**config.mk**
```make
export PLATFORM = sky130hd
export DESIGN_NAME = lsu_be
export DESIGN_NICKNAME = d
export VERILOG_FILES = /design/src/rtl/lsu_be.sv
export SDC_FILE = /design/constraint.sdc
export NUM_CORES = 1
export LEC_CHECK = 0
export ABC_AREA = 1
export BUFFER_PORTS_ARGS = -buffer_cell sky130_fd_sc_hd__clkbuf_2
export CAP_MARGIN = 20
export CORE_MARGIN = 10
export CORE_UTILIZATION = 54
export CTS_CLUSTER_SIZE = 24
export DETAILED_ROUTE_END_ITERATION = 10
export GPL_TIMING_DRIVEN = 0
export PLACE_DENSITY = 0.89
export SKIP_CTS_REPAIR_TIMING = 1
export SYNTH_ARGS = -nofsm -noshare
export SYNTH_HDL_FRONTEND = slang
export SYNTH_SLANG_ARGS = --single-unit
```
**constraint.sdc**
```tcl
create_clock -name clk -period 4.3 [get_ports clk]
set_input_delay 1.075 -clock clk [delete_from_list [all_inputs] [get_ports clk]]
set_output_delay 1.075 -clock clk [all_outputs]
set_load 0.02 [all_outputs]
```
**src/rtl/lsu_be.sv**
```systemverilog
module lsu_be #(
  parameter int AW = 32,
  parameter int DW = 32,
  parameter int OW = 16
) (
  input  logic          clk,
  input  logic          rst_n,
  input  logic          req_valid,
  input  logic [5:0]    opcode,
  input  logic [AW-1:0] base,
  input  logic [OW-1:0] disp,
  input  logic [DW-1:0] store_val,
  input  logic [DW-1:0] mem_rdata,
  output logic [AW-1:0] mem_addr,
  output logic          mem_rd,
  output logic [DW/8-1:0] mem_we,
  output logic [DW-1:0] mem_wdata,
  output logic          align_err,
  output logic          load_valid,
  output logic [DW-1:0] load_result
);
  localparam int NB = DW / 8;
  localparam int LW = $clog2(NB);
  localparam logic [5:0] OP_LB  = 6'd32;
  localparam logic [5:0] OP_LW  = 6'd35;
  localparam logic [5:0] OP_LBU = 6'd36;
  localparam logic [5:0] OP_SB  = 6'd40;
  localparam logic [5:0] OP_SW  = 6'd43;

  wire [AW-1:0] ea    = base + {{(AW-OW){disp[OW-1]}}, disp};
  wire [LW-1:0] lane  = ea[LW-1:0];
  wire is_word  = (opcode == OP_LW) || (opcode == OP_SW);
  wire is_byte  = (opcode == OP_LB) || (opcode == OP_LBU) || (opcode == OP_SB);
  wire is_mem   = req_valid && (is_word || is_byte);
  wire misal    = is_mem && is_word && (lane != '0);
  wire is_load  = (opcode == OP_LW) || (opcode == OP_LB) || (opcode == OP_LBU);

  logic          word_q, sext_q;
  logic [LW-1:0] lane_q;

  always_ff @(posedge clk) begin
    if (!rst_n) begin
      mem_addr   <= '0;
      mem_rd     <= 1'b0;
      mem_we     <= '0;
      mem_wdata  <= '0;
      align_err  <= 1'b0;
      load_valid <= 1'b0;
      word_q     <= 1'b0;
      sext_q     <= 1'b0;
      lane_q     <= '0;
    end else begin
      align_err  <= misal;
      mem_rd     <= is_mem && is_load && !misal;
      load_valid <= is_mem && is_load && !misal;
      mem_we     <= '0;
      if (is_mem) begin
        mem_addr <= ea;
        lane_q   <= lane;
        word_q   <= is_word;
        sext_q   <= (opcode == OP_LB);
        if (opcode == OP_SW && !misal) begin
          mem_we    <= '1;
          mem_wdata <= store_val;
        end else if (opcode == OP_SB) begin
          mem_we    <= NB'(1) << (NB - 1 - int'(lane));
          mem_wdata <= {NB{store_val[7:0]}};
        end
      end
    end
  end

  wire [DW-1:0] shifted = mem_rdata >> (8 * (NB - 1 - int'(lane_q)));
  wire [7:0]    pick    = shifted[7:0];

  always_comb begin
    if (!load_valid)
      load_result = '0;
    else if (word_q)
      load_result = mem_rdata;
    else
      load_result = {{(DW-8){sext_q & pick[7]}}, pick};
  end
endmodule

```
==> flow_summary_export.csv, run 1 <==
group,metric,value,unit
outcome,status,"completed",
detailed_routing,via_per_inst,5.07,
synth,synth_common_cells,"396 x nand2_1, 135 x inv_1, 114 x nor2_1",
layout,drive_gt1_frac,0.218,
sta,max_freq,294,MHz
setup_path,startpoint_type,"primary input",
grt,grt-ovfl-total,0,
synth,syn_area,5700,µm²
sta,period_needed,3.41,ns
power,power_density,232,nW/µm²
setup_path,cp_top_family,"compound AO/OA/AOI/OAI gates",
floorplanning,die_w,123,µm
clock_network,cts.sinks,72,
synth,synth_seq_cells,72,
layout,nets,1391,
setup_path,end_kind,"primary output",
place,routabilityCongestion,0.935,
floorplanning,ioPinCount,224,
setup_path,cpPeakStageDelay,0.25,ns
layout,area_growth_syn_to_layout,25.8,%
setup_path,critical_path_class,"in2out",
synth,synth_area_leaders,"nand2_1 26%, dfxtp_1 25%, inv_1 8.9%",
sta,max-slew-margin-rel,0.651,
synth,seq_area_frac_synth,0.253,
sta,period_share,0.792,
floorplanning,rows,37,
setup_path,cp_slowest_cell,"buf_2",
synth,async_reset_ff_frac,0,
sta,fin_setup_tns,0,ns
clock_network,clk_pin_slew,0.07,ns
place,hpwl,16.4,mm
detailed_routing,vias,6996,
detailed_routing,drt-initial-drc-count,532,
clock_network,cts_buffers,9,
sta,skew,0,ns
synth,synth_top_area_cell,"nand2_1",
setup_path,cp_data_required_time,3.22,ns
clock_network,clock-root-buffer,"clkbuf_8",
synth,synth_mux_area_frac,0,
setup_path,cpMostUsedCell,"clkbuf_2",
synth,synth_compound_area_frac,0.129,
grt,grt_usage,0.249,
sta,fin_ws,0.893,ns
synth,synth_top_family_by_area,"simple AND/OR/NAND/NOR gates",
power,p_leak,4.31,nW
sta,final_hold_viol_count,0,
detailed_routing,drc_errors,0,
grt,grt_pass1_vias,6424,
synth,syn-num-nets,1158,
layout,design_area,7170,µm²
floorplanning,chipHeight,123,µm
setup_path,cp.arrival,2.33,ns
synth,synth_adder_area_share,0.0716,
flow_run,max_cap_violations,0,
synth,synth_most_common_cell,"nand2_1",
grt,grt_max_degree,18,
clock_network,cts-htree-levels,3,
clock_network,cts_tree,"yes",
place,dp_slack,0.910,ns
sta,rsz0062_at_grt,"no",
detailed_routing,wl_per_cell,14.2,µm
setup_path,cp_cell_sequence,"clkbuf_2, inv_1, o21ai_0, a21oi_1, o21ai_1, o211ai_1, buf_2, nor2_1, clkbuf_2",
layout,diodes,0,
setup_path,crit_buf_inv,4,
sta,maxSlewViolCount,0,
grt,grt_pass1_wl,30.8,mm
synth,synth_xor_area_frac,0.0230,
synth,syn_area_per_cell,5.67,µm²
hold_path,hold_class,"reg2reg",
power,ir_drop,0.156,mV
setup_path,worst-path-max-fanout,10,
detailed_routing,finalWirelength,19.5,mm
layout,utilization,0.695,
synth,ys.flop_type,"dfxtp_1",
floorplanning,start_util,0.552,
place,port_buffers,222,
clock_network,cts_max_path_buffers,2,
sta,worst_pin_slew,0.524,ns
place,dp.cells,1363,
sta,finalSetupViolations,0,
detailed_routing,antenna_left,0,
synth,synth_edf_count,0,
layout,finalNonFillerCells,1379,
floorplanning,dieArea,15100,µm²
clock_network,clk_latency,0.33,ns
sta,hold_ws,0.464,ns
place,dpl-instance-area,6980,µm²
synth,synth_top_area_share,0.261,
layout,nFillCells,1000,
synth,yosys_warnings,0,
synth,ys_types,34,
power,fin_total_pwr,1.67,mW
detailed_routing,first_pass_iters,5,
grt,antenna_found_initial,0,
floorplanning,core_area,10300,µm²
synth,synthSimpleGateAreaFrac,0.400,
synth,syn_inst,1005,
[worst reg2reg max path, stage by stage, from the launching register on]
cell,delay [ns]
dfxtp_1,0.33
clkbuf_1,0.30
clkbuf_1,0.40
o21ai_0,0.15
a21oi_1,0.13
[where the power goes]
part           switching [mW]  leakage, nW  internal [mW]
Combinational           0.295         3.63          0.178
Sequential            0.00515        0.581          0.676
Clock                   0.267       0.0924          0.244
Total                   0.567         4.31           1.10
[cells in the final DEF (no fill, tap or decap), types with 3 or more instances in the layout]
master and count:
buf_2 10, ha_1 31, xor2_1 4, nand3_1 47, xnor2_1 11, nor2_1 114
inv_2 4, clkbuf_8 11, nor3_1 3, nand2_1 396, nand4_1 4, o21ai_1 3
dfxtp_1 72, a32o_1 7, o21bai_1 3, o21ai_0 34, buf_4 8, clkbuf_1 15
clkbuf_2 222, inv_1 135, a21oi_1 84
[kinds of logic after synthesis]
| kind of cell | Yosys count |
|---|---|
| XOR/XNOR | 15 |
| flip-flops | 72 |
| buffers and inverters | 175 |
| adder cells (fa/ha/maj) | 32 |
| AND/OR/NAND/NOR | 575 |
| AO/OA/AOI/OAI | 136 |
[layer usage]
layer  part of all wire  vias to the layer above  global-route usage  wire length, µm
met1               0.39                     3081               0.283             7700
li1                   -                     3597                   -                -
met5                  0                        -                   0                0
met2               0.49                      281               0.454             9590
met4              0.026                        0              0.0803              510
met3              0.088                       37              0.0473             1730
[final timing paths]
kind,start,to,slack (ns),depth (start not counted)
max,mem_rdata[7],load_result[17],0.89,9
min,sext_q,sext_q,0.46,2
max reg2reg,mem_addr[1],mem_addr[1],2.92,4
min reg2reg,sext_q,sext_q,0.46,2
[area by class of cell]
class | count | area (µm²) | area share
inverters | 141 | 532 | 0.0742
plain buffers | 34 | 170 | 0.0237
repair buffers | 222 | 1110 | 0.155
flip-flops and latches | 72 | 1440 | 0.201
clock inverters | 5 | 37.5 | 0.00523
clock buffers | 11 | 151 | 0.0211
well taps | 136 | 170 | 0.0237
multi-input cells | 758 | 3560 | 0.496
[flip-flops by register name, indices dropped and copies added (netlist names)]
| signal | count |
|---|---|
| align_err | 1 |
| mem_we | 4 |
| mem_addr | 32 |
| mem_wdata | 32 |
| load_valid | 1 |
| sext_q | 1 |
| word_q | 1 |
Note: power is estimated with default switching activity, not from simulation.
==> run 2: changes to the inputs <==
- CORE_UTILIZATION: 54 -> 45
- PLACE_DENSITY: 0.89 -> 0.8
- clock period: 4.3 -> 3 ns (I/O delays scaled with it)
==> flow_summary_export.csv, run 2 (synthesis gave the netlist of run 1 again) <==
group,metric,value,unit
setup_path,end_kind,"primary output",
detailed_routing,drc_errors,0,
setup_path,worst-path-max-fanout,10,
grt,grt_busiest_layer,"met2",
floorplanning,ioPinCount,224,
grt,grt_pass1_wl,32.2,mm
clock_network,clk_latency,0.33,ns
grt,grtUsageMet2,0.390,
setup_path,cp_slowest_cell,"clkbuf_1",
place,routabilityCongestion,0.925,
clock_network,clk_pin_slew,0.06,ns
layout,area_growth_syn_to_layout,28.8,%
grt,grt_pass1_vias,6510,
floorplanning,dieArea,17600,µm²
grt,antenna_found_initial,0,
power,power_density,375,nW/µm²
layout,layout_common_cells,"396 x nand2_1, 222 x clkbuf_2, 135 x inv_1",
detailed_routing,via_per_inst,4.87,
setup_path,startpoint_type,"register",
power,p_leak,4.37,nW
detailed_routing,vias,6893,
clock_network,cts_tree,"yes",
detailed_routing,wl_per_cell,14.2,µm
layout,nFillCells,1292,
layout,diodes,0,
grt,met3_usage,0.0450,
layout,drive_gt1_frac,0.219,
clock_network,cts.sinks,72,
sta,fin_setup_tns,0,ns
sta,final_hold_viol_count,0,
grt,grt_max_degree,18,
sta,finalSetupViolations,0,
grt,grt_use_met1,0.253,
setup_path,cp_data_required_time,2.25,ns
setup_path,cp.arrival,2.15,ns
detailed_routing,antenna_left,0,
place,hpwl,17.0,mm
sta,skew,0,ns
layout,utilization,0.587,
outcome,status,"completed",
layout,nets,1392,
floorplanning,rows,41,
floorplanning,die_w,133,µm
grt,grt_usage,0.218,
sta,worst_pin_slew,0.618,ns
floorplanning,start_util,0.455,
clock_network,cts-htree-levels,3,
floorplanning,chipHeight,133,µm
detailed_routing,first_pass_iters,6,
flow_run,max_cap_violations,0,
grt,grt-ovfl-total,0,
detailed_routing,finalWirelength,20.1,mm
layout,final_common_cell,"nand2_1",
sta,max-slew-margin-rel,0.588,
sta,maxSlewViolCount,0,
detailed_routing,drt-initial-drc-count,440,
hold_path,hold_class,"reg2reg",
setup_path,cp_cell_sequence,"buf_2, inv_2, clkbuf_1, nand2_1, a32o_1, a21oi_1, clkbuf_2",
place,port_buffers,222,
sta,rsz0062_at_grt,"no",
setup_path,cpPeakStageDelay,0.38,ns
clock_network,cts_buffers,9,
sta,period_share,0.965,
floorplanning,core_area,12500,µm²
sta,max_freq,345,MHz
setup_path,critical_path_class,"reg2out",
sta,period_needed,2.90,ns
layout,reg.largest.list,"mem_addr (32), mem_wdata (32), mem_we (4)",
clock_network,clock-root-buffer,"clkbuf_16",
power,ir_drop,0.257,mV
clock_network,cts_max_path_buffers,2,
power,fin_total_pwr,2.75,mW
-- run 2: changes by cell type in the layout (fill, tap and decap cells not counted), sizes merged --
| cell | change |
|---|---|
| clkbuf | -2 |
| buf | +1 |
| bufinv | +1 |
| clkinv | +1 |
| clkinvlp | -1 |
| inv | +1 |
-- run 2: metrics by stage --
| step | setup slack, ns | area (µm²) | cells | hold WS, ns |
|---|---|---|---|---|
| 2_1_floorplan | 0.465 | 5700 | 1005 | 0.440 |
| 3_3_place_gp | 0.287 | 7030 | 1399 | 0.451 |
| 3_5_place_dp | 0.288 | 7030 | 1399 | 0.453 |
| 4_1_cts | 0.108 | 7330 | 1415 | 0.463 |
| 5_1_grt | 0.00263 | 7340 | 1416 | 0.478 |
| 6_report | 0.105 | 7340 | 1416 | 0.463 |
-- run 2: worst paths after layout --
kind	from	to	slack, ns	depth (start not counted)
worst min-delay path	mem_wdata[17]	mem_wdata[17]	0.46	2
worst max register to register	mem_addr[1]	mem_addr[1]	1.61	4
worst min register to register	mem_wdata[17]	mem_wdata[17]	0.46	2
worst max-delay path	mem_addr[0]	load_result[1]	0.10	7
-- run 2: cell type report --
type,instances,area [µm²],area share
sequential,72,1440,0.196
timing repair buffer,223,1120,0.152
buffer,34,175,0.0239
clock inverter,7,77.6,0.0106
inverter,141,532,0.0724
clock buffer,9,225,0.0307
multi-input combinational,758,3560,0.484
tap,172,215,0.0293
-- run 2: report_power, final --
group / switching (mW) / total (mW) / leakage (nW) / internal [mW]
combinational: 0.424 / 0.679 / 3.64 / 0.255
sequential: 0.00751 / 0.978 / 0.581 / 0.970
clock: 0.443 / 1.10 / 0.147 / 0.653
-- run 2: worst max-delay path: cells and delay by family, from the launching register on --
family / cells / cell delay [ns]
AOI/OAI and AO/OA: 2 / 0.51
buffers and inverters: 4 / 0.91
DFF: 1 / 0.30
and+or+nand+nor: 1 / 0.09
-- run 2: per-layer routing --
layer  part of all wire  vias up
met3              0.067       32
li1                   -     3586
met4              0.023        0
met2               0.49      244
met5                  0        -
met1               0.42     3031
==> run 3: changes to the inputs <==
- GPL_ROUTABILITY_DRIVEN: not set -> 0
- PLACE_DENSITY: 0.8 -> 0.86
==> flow_summary_export.csv, run 3 (synthesis gave the netlist of run 1 again) <==
group,metric,value,unit
sta,period_needed,2.89,ns
grt,grt_usage,0.230,
detailed_routing,drc_errors,0,
power,p_int,1.96,mW
sta,hold_ws,0.462,ns
grt,grt_pass1_wl,33.7,mm
sta,max-slew-margin-rel,0.576,
sta,final_hold_viol_count,0,
floorplanning,dieArea,17600,µm²
grt,grt_max_degree,18,
outcome,status,"completed",
sta,max_freq,346,MHz
floorplanning,chipHeight,133,µm
setup_path,startpoint_type,"register",
clock_network,clk_latency,0.33,ns
clock_network,cts-htree-levels,3,
setup_path,cp_slowest_cell,"dfxtp_1",
power,p_clk_frac,0.412,
hold_path,hold_class,"reg2reg",
detailed_routing,wl_per_cell,14.9,µm
setup_path,crit_buf_inv,4,
layout,design_area,7400,µm²
power,swShare,0.308,
power,fin_total_pwr,2.83,mW
clock_network,clk_pin_slew,0.06,ns
flow_run,max_cap_violations,0,
detailed_routing,finalWirelength,21.2,mm
layout,layout.area.seq,1440,µm²
clock_network,cts_max_path_buffers,2,
sta,maxSlewViolCount,0,
detailed_routing,vias,7118,
layout,nets,1394,
detailed_routing,first_pass_iters,5,
layout,diodes,0,
layout,reg.largest.list,"mem_addr (32), mem_wdata (32), mem_we (4)",
setup_path,cpPeakStageDelay,0.34,ns
grt,antenna_found_initial,0,
grt,grt-ovfl-total,0,
detailed_routing,antenna_left,0,
power,p_leak,4.39,nW
clock_network,cts_tree,"yes",
layout,utilization,0.591,
floorplanning,rows,41,
floorplanning,die_w,133,µm
power,seqPwrFrac,0.346,
sta,period_share,0.964,
setup_path,cp_top_family,"compound AO/OA/AOI/OAI gates",
setup_path,cpMostUsedCell,"a21oi_1",
setup_path,end_kind,"primary output",
layout,multi_input_area,3560,µm²
place,hpwl,17.5,mm
setup_path,critical_path_class,"reg2out",
power,comb_power_share,0.242,
place,port_buffers,222,
clock_network,cts_buffers,9,
setup_path,cp_data_required_time,2.25,ns
setup_path,cp_cell_sequence,"buf_6, inv_2, o21ai_0, a21oi_1, o21ai_1, o211ai_1, buf_4, a21oi_1, clkbuf_2",
floorplanning,start_util,0.455,
power,switchingPower,873,µW
grt,grt_pass1_vias,6650,
sta,finalSetupViolations,0,
layout,drive_gt1_frac,0.221,
layout,area_growth_syn_to_layout,29.7,%
power,ir_drop,0.261,mV
place,dpl-instance-area,7030,µm²
floorplanning,ioPinCount,224,
sta,worst_pin_slew,0.634,ns
clock_network,cts.sinks,72,
detailed_routing,drt-initial-drc-count,520,
power,power_density,383,nW/µm²
sta,skew,0,ns
layout,final_common_cell,"nand2_1",
setup_path,worst-path-max-fanout,8,
floorplanning,core_area,12500,µm²
layout,nFillCells,1256,
clock_network,clock-root-buffer,"clkbuf_16",
setup_path,cp.arrival,2.14,ns
layout,layout_common_cells,"396 x nand2_1, 212 x clkbuf_2, 135 x inv_1",
detailed_routing,via_per_inst,5.02,
run 3: cell types whose count changed in the layout (fill, tap and decap cells not counted):
cell,before,now
nor2_1,114,113
clkinv_2,1,0
clkbuf_2,222,212
nor2_2,2,3
bufinv_16,1,2
buf_6,0,1
buf_4,11,17
buf_2,8,14
inv_6,3,1
clkinvlp_4,1,2
run 3: power by group through the flow:
| stage | logic, mW | clock network (mW) | registers (mW) |
|---|---|---|---|
| 3_5_place_dp | 0.672 | 0 | 0.999 |
| 4_1_cts | 0.677 | 1.17 | 0.978 |
| 5_1_grt | 0.777 | 1.22 | 0.980 |
| 3_3_place_gp | 0.662 | 0 | 0.999 |
| 6_report | 0.687 | 1.17 | 0.979 |
| 2_1_floorplan | 0.431 | 0 | 1.01 |
run 3: path summary, 6_finish.rpt:
path / start / to / slack (ns) / cells after the start
worst max-delay path: mem_addr[0] / load_result[31] / 0.11 / 9
worst min-delay path: mem_wdata[21] / mem_wdata[21] / 0.46 / 2
worst max register to register: mem_addr[1] / mem_addr[1] / 1.65 / 3
worst min register to register: mem_wdata[21] / mem_wdata[21] / 0.46 / 2
run 3: per-stage QoR:
step | setup TNS (ns) | worst slack, ns | cells
finish | 0 | 0.108 | 1418
global route | -0.108 | -0.0304 | 1418
CTS | 0 | 0.0696 | 1415
detailed placement | 0 | 0.189 | 1399
global placement | 0 | 0.213 | 1399
floorplan | 0 | 0.465 | 1005
run 3: cell type report:
type	instances	share of cell area
Clock buffer	10	0.0310
Clock inverter	6	0.0125
Timing Repair Buffer	226	0.155
Multi-Input combinational cell	758	0.481
Inverter	141	0.0719
Sequential cell	72	0.195
Tap cell	172	0.0291
Buffer	33	0.0240
run 3: metal layers:
metal  vias up  wire length [µm]  track usage  part of all wire
met5         -                 0            0                 0
met4         0               548       0.0721             0.026
met3        45              1650       0.0515             0.078
met2       312             10600        0.425              0.50
met1      3166              8420        0.254              0.40
li1       3595                 -            -                 -
run 3: tightest hold or removal path: stages, from the launching register on:
cell and delay (ns):
dfxtp_1 0.31, nand2_1 0.06, a21oi_1 0.05
